$ cat src/rtl/can_stat_pkg.sv
package can_stat_pkg;

  localparam int unsigned LEC_W = 3;
  localparam int unsigned CODE_W = 16;
  localparam logic [CODE_W-1:0] STATUS_CODE = 16'h8000;

  // Status byte as seen by the CPU, MSB first
  typedef struct packed {
    logic             bus_off;
    logic             passive;
    logic             warn;
    logic             tx_ok;
    logic             rx_ok;
    logic [LEC_W-1:0] lec;
  } stat_byte_t;

  // Writable part of the status byte
  typedef struct packed {
    logic             tx_ok;
    logic             rx_ok;
    logic [LEC_W-1:0] lec;
  } xfer_fields_t;

endpackage

$ cat src/rtl/can_err_level.sv
module can_err_level #(
  parameter int unsigned CNT_W         = 8,
  parameter int unsigned WARN_LEVEL    = 96,
  parameter int unsigned PASSIVE_LEVEL = 128
) (
  input  logic             clk,
  input  logic             rst_n,
  input  logic [CNT_W-1:0] tx_cnt,
  input  logic [CNT_W-1:0] rx_cnt,
  input  logic             rx_passive,
  input  logic             bus_off_in,
  output logic             warn_q,
  output logic             passive_q,
  output logic             bus_off_q,
  output logic             err_chg
);

  localparam int unsigned N_CNT = 2;
  localparam logic [CNT_W-1:0] WARN_L = WARN_LEVEL[CNT_W-1:0];
  localparam logic [CNT_W-1:0] PASS_L = PASSIVE_LEVEL[CNT_W-1:0];

  logic [CNT_W-1:0] cnt_arr [N_CNT];
  logic [N_CNT-1:0] over_warn;
  logic             warn_d, passive_d;

  assign cnt_arr[0] = tx_cnt;
  assign cnt_arr[1] = rx_cnt;

  for (genvar g = 0; g < N_CNT; g++) begin : g_cmp
    assign over_warn[g] = (cnt_arr[g] >= WARN_L);
  end

  assign warn_d    = |over_warn;
  assign passive_d = rx_passive | (tx_cnt >= PASS_L);

  // Only bus-off and warning transitions are interrupt causes
  assign err_chg = (warn_d != warn_q) | (bus_off_in != bus_off_q);

  always_ff @(posedge clk or negedge rst_n) begin
    if (!rst_n) begin
      warn_q    <= 1'b0;
      passive_q <= 1'b0;
      bus_off_q <= 1'b0;
    end else begin
      warn_q    <= warn_d;
      passive_q <= passive_d;
      bus_off_q <= bus_off_in;
    end
  end

  AST_WARN_TRACK: assert property (@(posedge clk) disable iff (!rst_n)
    1'b1 |=> warn_q == (($past(tx_cnt) >= WARN_L) || ($past(rx_cnt) >= WARN_L)));
  AST_PASSIVE_TRACK: assert property (@(posedge clk) disable iff (!rst_n)
    1'b1 |=> passive_q == ($past(rx_passive) || ($past(tx_cnt) >= PASS_L)));
  AST_BOFF_TRACK: assert property (@(posedge clk) disable iff (!rst_n)
    1'b1 |=> bus_off_q == $past(bus_off_in));

endmodule

$ cat src/rtl/can_xfer_status.sv
module can_xfer_status
  import can_stat_pkg::*;
(
  input  logic             clk,
  input  logic             rst_n,
  input  logic             ev_tx_ok,
  input  logic             ev_rx_ok,
  input  logic             ev_lec_upd,
  input  logic [LEC_W-1:0] ev_lec,
  input  logic             cpu_wr,
  input  xfer_fields_t     cpu_fields,
  output xfer_fields_t     fields_q,
  output logic             hw_chg
);

  xfer_fields_t hw_next, fields_d;

  always_comb begin
    hw_next = fields_q;
    if (ev_tx_ok)   hw_next.tx_ok = 1'b1;
    if (ev_rx_ok)   hw_next.rx_ok = 1'b1;
    if (ev_lec_upd) hw_next.lec   = ev_lec;
  end

  // A CPU write wins and suppresses hardware change detection
  assign fields_d = cpu_wr ? cpu_fields : hw_next;
  assign hw_chg   = !cpu_wr && (hw_next != fields_q);

  always_ff @(posedge clk or negedge rst_n) begin
    if (!rst_n) fields_q <= '0;
    else        fields_q <= fields_d;
  end

  AST_TXOK_SET: assert property (@(posedge clk) disable iff (!rst_n)
    (ev_tx_ok && !cpu_wr) |=> fields_q.tx_ok);
  AST_WRITE_LOADS: assert property (@(posedge clk) disable iff (!rst_n)
    cpu_wr |=> fields_q == $past(cpu_fields));
  AST_WRITE_NO_CHG: assert property (@(posedge clk) disable iff (!rst_n)
    cpu_wr |-> !hw_chg);

endmodule

$ cat src/rtl/can_int_code.sv
module can_int_code
  import can_stat_pkg::*;
(
  input  logic              clk,
  input  logic              rst_n,
  input  logic              err_ie,
  input  logic              sts_ie,
  input  logic              glob_ie,
  input  logic              err_chg,
  input  logic              sts_chg,
  input  logic              cpu_rd,
  output logic [CODE_W-1:0] int_code,
  output logic              irq
);

  logic pend_q, raise;

  assign raise = (err_ie & err_chg) | (sts_ie & sts_chg);

  always_ff @(posedge clk or negedge rst_n) begin
    if (!rst_n)      pend_q <= 1'b0;
    else if (raise)  pend_q <= 1'b1;
    else if (cpu_rd) pend_q <= 1'b0;
  end

  assign int_code = pend_q ? STATUS_CODE : '0;
  assign irq      = pend_q & glob_ie;

  AST_CODE_HAS_CAUSE: assert property (@(posedge clk) disable iff (!rst_n)
    $rose(pend_q) |-> $past((err_ie && err_chg) || (sts_ie && sts_chg)));
  AST_READ_CLEARS: assert property (@(posedge clk) disable iff (!rst_n)
    (cpu_rd && !((err_ie && err_chg) || (sts_ie && sts_chg))) |=> int_code == '0);
  AST_IRQ_GATED: assert property (@(posedge clk) disable iff (!rst_n)
    irq |-> (glob_ie && int_code == STATUS_CODE));

endmodule

$ cat src/rtl/can_status_unit.sv
module can_status_unit
  import can_stat_pkg::*;
#(
  parameter int unsigned CNT_W         = 8,
  parameter int unsigned WARN_LEVEL    = 96,
  parameter int unsigned PASSIVE_LEVEL = 128
) (
  input  logic              clk,
  input  logic              rst_n,
  input  logic [CNT_W-1:0]  tx_err_cnt,
  input  logic [CNT_W-1:0]  rx_err_cnt,
  input  logic              rx_passive,
  input  logic              bus_off_in,
  input  logic              ev_tx_ok,
  input  logic              ev_rx_ok,
  input  logic              ev_lec_upd,
  input  logic [LEC_W-1:0]  ev_lec,
  input  logic              err_ie,
  input  logic              sts_ie,
  input  logic              glob_ie,
  input  logic              cpu_wr,
  input  logic [4:0]        cpu_wdata,
  input  logic              cpu_rd,
  output logic [7:0]        stat_rdata,
  output logic              warn,
  output logic              err_passive,
  output logic              bus_off,
  output logic [CODE_W-1:0] int_code,
  output logic              irq
);

  logic         err_chg, sts_chg;
  xfer_fields_t fields_q;
  xfer_fields_t wr_fields;
  stat_byte_t   sbyte;

  assign wr_fields = xfer_fields_t'(cpu_wdata);

  can_err_level #(
    .CNT_W(CNT_W), .WARN_LEVEL(WARN_LEVEL), .PASSIVE_LEVEL(PASSIVE_LEVEL)
  ) u_level (
    .clk(clk), .rst_n(rst_n),
    .tx_cnt(tx_err_cnt), .rx_cnt(rx_err_cnt),
    .rx_passive(rx_passive), .bus_off_in(bus_off_in),
    .warn_q(warn), .passive_q(err_passive), .bus_off_q(bus_off),
    .err_chg(err_chg)
  );

  can_xfer_status u_xfer (
    .clk(clk), .rst_n(rst_n),
    .ev_tx_ok(ev_tx_ok), .ev_rx_ok(ev_rx_ok),
    .ev_lec_upd(ev_lec_upd), .ev_lec(ev_lec),
    .cpu_wr(cpu_wr), .cpu_fields(wr_fields),
    .fields_q(fields_q), .hw_chg(sts_chg)
  );

  can_int_code u_int (
    .clk(clk), .rst_n(rst_n),
    .err_ie(err_ie), .sts_ie(sts_ie), .glob_ie(glob_ie),
    .err_chg(err_chg), .sts_chg(sts_chg), .cpu_rd(cpu_rd),
    .int_code(int_code), .irq(irq)
  );

  always_comb begin
    sbyte.bus_off = bus_off;
    sbyte.passive = err_passive;
    sbyte.warn    = warn;
    sbyte.tx_ok   = fields_q.tx_ok;
    sbyte.rx_ok   = fields_q.rx_ok;
    sbyte.lec     = fields_q.lec;
  end
  assign stat_rdata = sbyte;

  AST_WRITE_QUIET: assert property (@(posedge clk) disable iff (!rst_n)
    (cpu_wr && !(err_ie && err_chg)) |=> !$rose(int_code[CODE_W-1]));
  AST_PASSIVE_NO_CODE: assert property (@(posedge clk) disable iff (!rst_n)
    (cpu_wr && !err_chg && !cpu_rd) |=> $stable(int_code));
  AST_READONLY_BITS: assert property (@(posedge clk) disable iff (!rst_n)
    (cpu_wr && !err_chg) |=> $stable({bus_off, warn}));

endmodule

$ cat config.mk
export PLATFORM = sky130hd
export DESIGN_NAME = can_status_unit
export DESIGN_NICKNAME = d
export VERILOG_FILES = /design/src/rtl/can_stat_pkg.sv /design/src/rtl/can_err_level.sv /design/src/rtl/can_xfer_status.sv /design/src/rtl/can_int_code.sv /design/src/rtl/can_status_unit.sv
export SDC_FILE = /design/constraint.sdc
export NUM_CORES = 1
export LEC_CHECK = 0
export BUFFER_PORTS_ARGS = -buffer_cell sky130_fd_sc_hd__clkbuf_2
export CAP_MARGIN = 20
export CORE_ASPECT_RATIO = 0.9
export CORE_MARGIN = 10
export CORE_UTILIZATION = 33
export DETAILED_ROUTE_END_ITERATION = 16
export PLACE_DENSITY = 0.81
export SYNTH_ARGS = -nofsm -noshare
export SYNTH_HDL_FRONTEND = slang
export SYNTH_HIERARCHICAL = 1
export SYNTH_SLANG_ARGS = --single-unit
export TNS_END_PERCENT = 50
$ cat constraint.sdc
create_clock -name clk -period 1.7 [get_ports clk]
set_input_delay 0.17 -clock clk [delete_from_list [all_inputs] [get_ports clk]]
set_output_delay 0.17 -clock clk [all_outputs]
set_load 0.02 [all_outputs]
==> flow_metrics.py <==
metrics = {
    "clock_network": {
        "cts_sinks": 9,
        "clock_path_buffers": 2,
        "cts_buffers": 3,
        "htreeDepth": 1,
        "ctsHoldBuffers": 1,
        "insertion_delay_ns": 0.25,
        "cts_resized": 0,
        "clk_pin_slew_worst_paths_ns": 0.06,
        "cts_tree": "done",
        "post_cts_buffers": 0,
        "cts_root_buffer": "clkbuf_4",
    },
    "routing": {
        "vias": 505,
        "drtPass1Iterations": 4,
        "vias_per_cell": 4.07,
        "avgRoutedWirePerCell_um": 13.5,
        "drt-total-wl_um": 1670,
        "drtIter0Drc": 25,
        "postRouteAntennaNets": 0,
        "drcViolationCount": 0,
    },
    "worst_setup_path": {
        "cp.required_ns": 1.83,
        "start_kind": "flop",
        "worstSetupPathType": "reg -> reg",
        "worstPathArrival_ns": 1.51,
        "path_max_fanout": 3,
        "startpoint": "u_xfer/fields_q[2]",
        "end_kind": "flop",
        "worstReg2RegStart": "u_xfer/fields_q[2]",
    },
    "die": {
        "die-area_um2": 3910,
        "die_x_um": 64.8,
        "core-area_um2": 1700,
        "die_height_um": 60.3,
        "initial_core_util_pct": 35.1,
        "pin_count": 64,
        "core.rowCount": 14,
    },
    "job": {
        "drv_cap": 0,
    },
    "placed_design": {
        "dpl.hpwl_um": 1480,
        "gp_congestion": 0.764,
        "portBuffers": 38,
        "dp_slack_ns": 0.345,
    },
    "min_path": {
        "hold_start": "bus_off_in",
        "worstHoldPathType": "in -> reg",
    },
    "logic_synthesis": {
        "synth_top_area_share_pct": 37.7,
        "synth-edff-count": 0,
        "ys_warn_count": 6,
        "synth_seq_area_share_pct": 37.7,
        "synth_most_common_cell": "buf_4",
        "avgSynthCellArea_um2": 9.47,
        "synth.distinct_cells": 18,
        "syn_area_um2": 597,
        "synth-seq-cells": 9,
        "synth.area.top_cells": "dfrtp_1, buf_4, mux2i_1",
        "yosys.area.top_type": "dfrtp_1",
        "yosys-top-cells-count": "buf_4, dfrtp_1, nand2_1",
        "synthArstFlopShare_pct": 100,
        "netlist_instances": 63,
        "dominantRegCellSynth": "dfrtp_1",
    },
    "cells_and_area": {
        "regArea_um2": 225,
        "syn_to_final_growth_pct": 27.0,
        "drive_gt1_share_pct": 45.0,
        "diodes": 0,
        "fin_util_pct": 44.6,
        "fillers": 174,
        "multi_input_area_um2": 277,
        "fin_nets": 137,
    },
    "global_routing": {
        "grt.overflow.total": 0,
        "antenna_found_initial": 0,
        "grt_first_pass_wirelength_um": 2390,
        "grt_max_degree": 12,
        "grt_usage_pct": 7.91,
        "grt_pass1_vias": 568,
    },
    "run_status": {
        "run_status": "complete, no violations",
    },
    "power": {
        "ir_drop_uv": 204,
        "p_per_area_nw_per_um2": 769,
        "p_leak_nw": 0.426,
    },
    "sta": {
        "finalCritPeriodShare_pct": 81.1,
        "grt_setup_unrepaired": "false",
        "clock_skew_ns": 0.00164,
        "setup_viol": 0,
        "hold_violations": 0,
        "drv_slew": 0,
        "fmax_mhz": 725,
        "fin_crit_ns": 1.38,
        "setup_tns_ns": 0,
        "worst_slack_ns": 0.321,
    },
}
## per-layer routing
metal | GRT usage (%) | routed length (um) | share of wire (%)
met5 | 0 | 0 | 0
met4 | 4.57 | 19 | 1.1
met3 | 4.97 | 222 | 13
met2 | 15.2 | 863 | 52
met1 | 5.97 | 568 | 34
## report_power, final
part           switching (W)  total (W)  internal, W  leakage (nW)
Combinational       0.000111   0.000177    0.0000664         0.309
Clock              0.0000694   0.000160    0.0000901        0.0150
Sequential         0.0000139   0.000246     0.000232         0.102
## state kept, by name, indices dropped and copies added (netlist names)
name	flops
u_level/warn_q	1
u_level/passive_q	1
u_int/pend_q	1
u_xfer/fields_q	5
u_level/bus_off_q	1
## path summary, 6_finish.rpt
check	endpoint	slack [ns]	cells after the start
max in group asynchronous	u_level/bus_off_q	1.20	2
min in group asynchronous	u_xfer/fields_q[0]	0.30	2
setup / recovery	u_int/pend_q	0.32	4
hold reg to reg	u_xfer/fields_q[3]	0.56	2
hold / removal	u_level/bus_off_q	0.05	1
setup reg to reg	u_int/pend_q	0.32	4
## stage by stage
stage | power (W) | std cells | cell area [um^2] | hold WS (ns)
2_1_floorplan | 0.000389 | 77 | 649 | -0.126
3_3_place_gp | 0.000419 | 119 | 722 | 0.0332
3_5_place_dp | 0.000425 | 119 | 722 | 0.0374
4_1_cts | 0.000590 | 124 | 758 | 0.0420
5_1_grt | 0.000622 | 124 | 758 | 0.0429
6_report | 0.000583 | 124 | 758 | 0.0505
## critical path: stages (launching register included)
cell,delay (ns)
dfrtp_1,0.40
xor2_1,0.17
o31ai_1,0.27
a31oi_1,0.12
a221o_1,0.30
## final cells by class
class	count	area share, %
tap	24	3.96
sequential	9	29.7
multi-input combinational	48	36.5
timing repair buffer	39	26.4
clock buffer	4	3.47
## layout by cell type (no fill, tap or decap)
cell type | netlist | routed
nor2b_4 | 1 | 1
clkbuf_1 | 0 | 1
nor2b_1 | 1 | 1
dlygate4sd3_1 | 0 | 1
o21ai_0 | 5 | 5
and2_2 | 1 | 1
xor2_1 | 4 | 4
conb_1 | 1 | 15
nand2b_1 | 2 | 2
nor2_1 | 3 | 3
mux2i_1 | 4 | 4
nand2_1 | 7 | 7
clkbuf_2 | 0 | 38
o31ai_1 | 1 | 1
clkbuf_4 | 0 | 3
dfrtp_1 | 9 | 9
a221o_1 | 1 | 1
a211oi_2 | 1 | 1
or2_2 | 1 | 1
a31oi_1 | 1 | 1
## logic make-up (layout without fill, tap and decap cells)
kind of cell	Yosys count	count (layout)	synth area share, %
muxes	4	4	6.71
and+or+nand+nor	16	16	14.0
other	1	15	0.628
buffers and inverters	20	43	24.7
xor gates and xnor gates	4	4	5.87
AOI/OAI and AO/OA	9	9	10.3
DFF	9	9	37.7
Note: power is estimated with default switching activity, not from simulation.
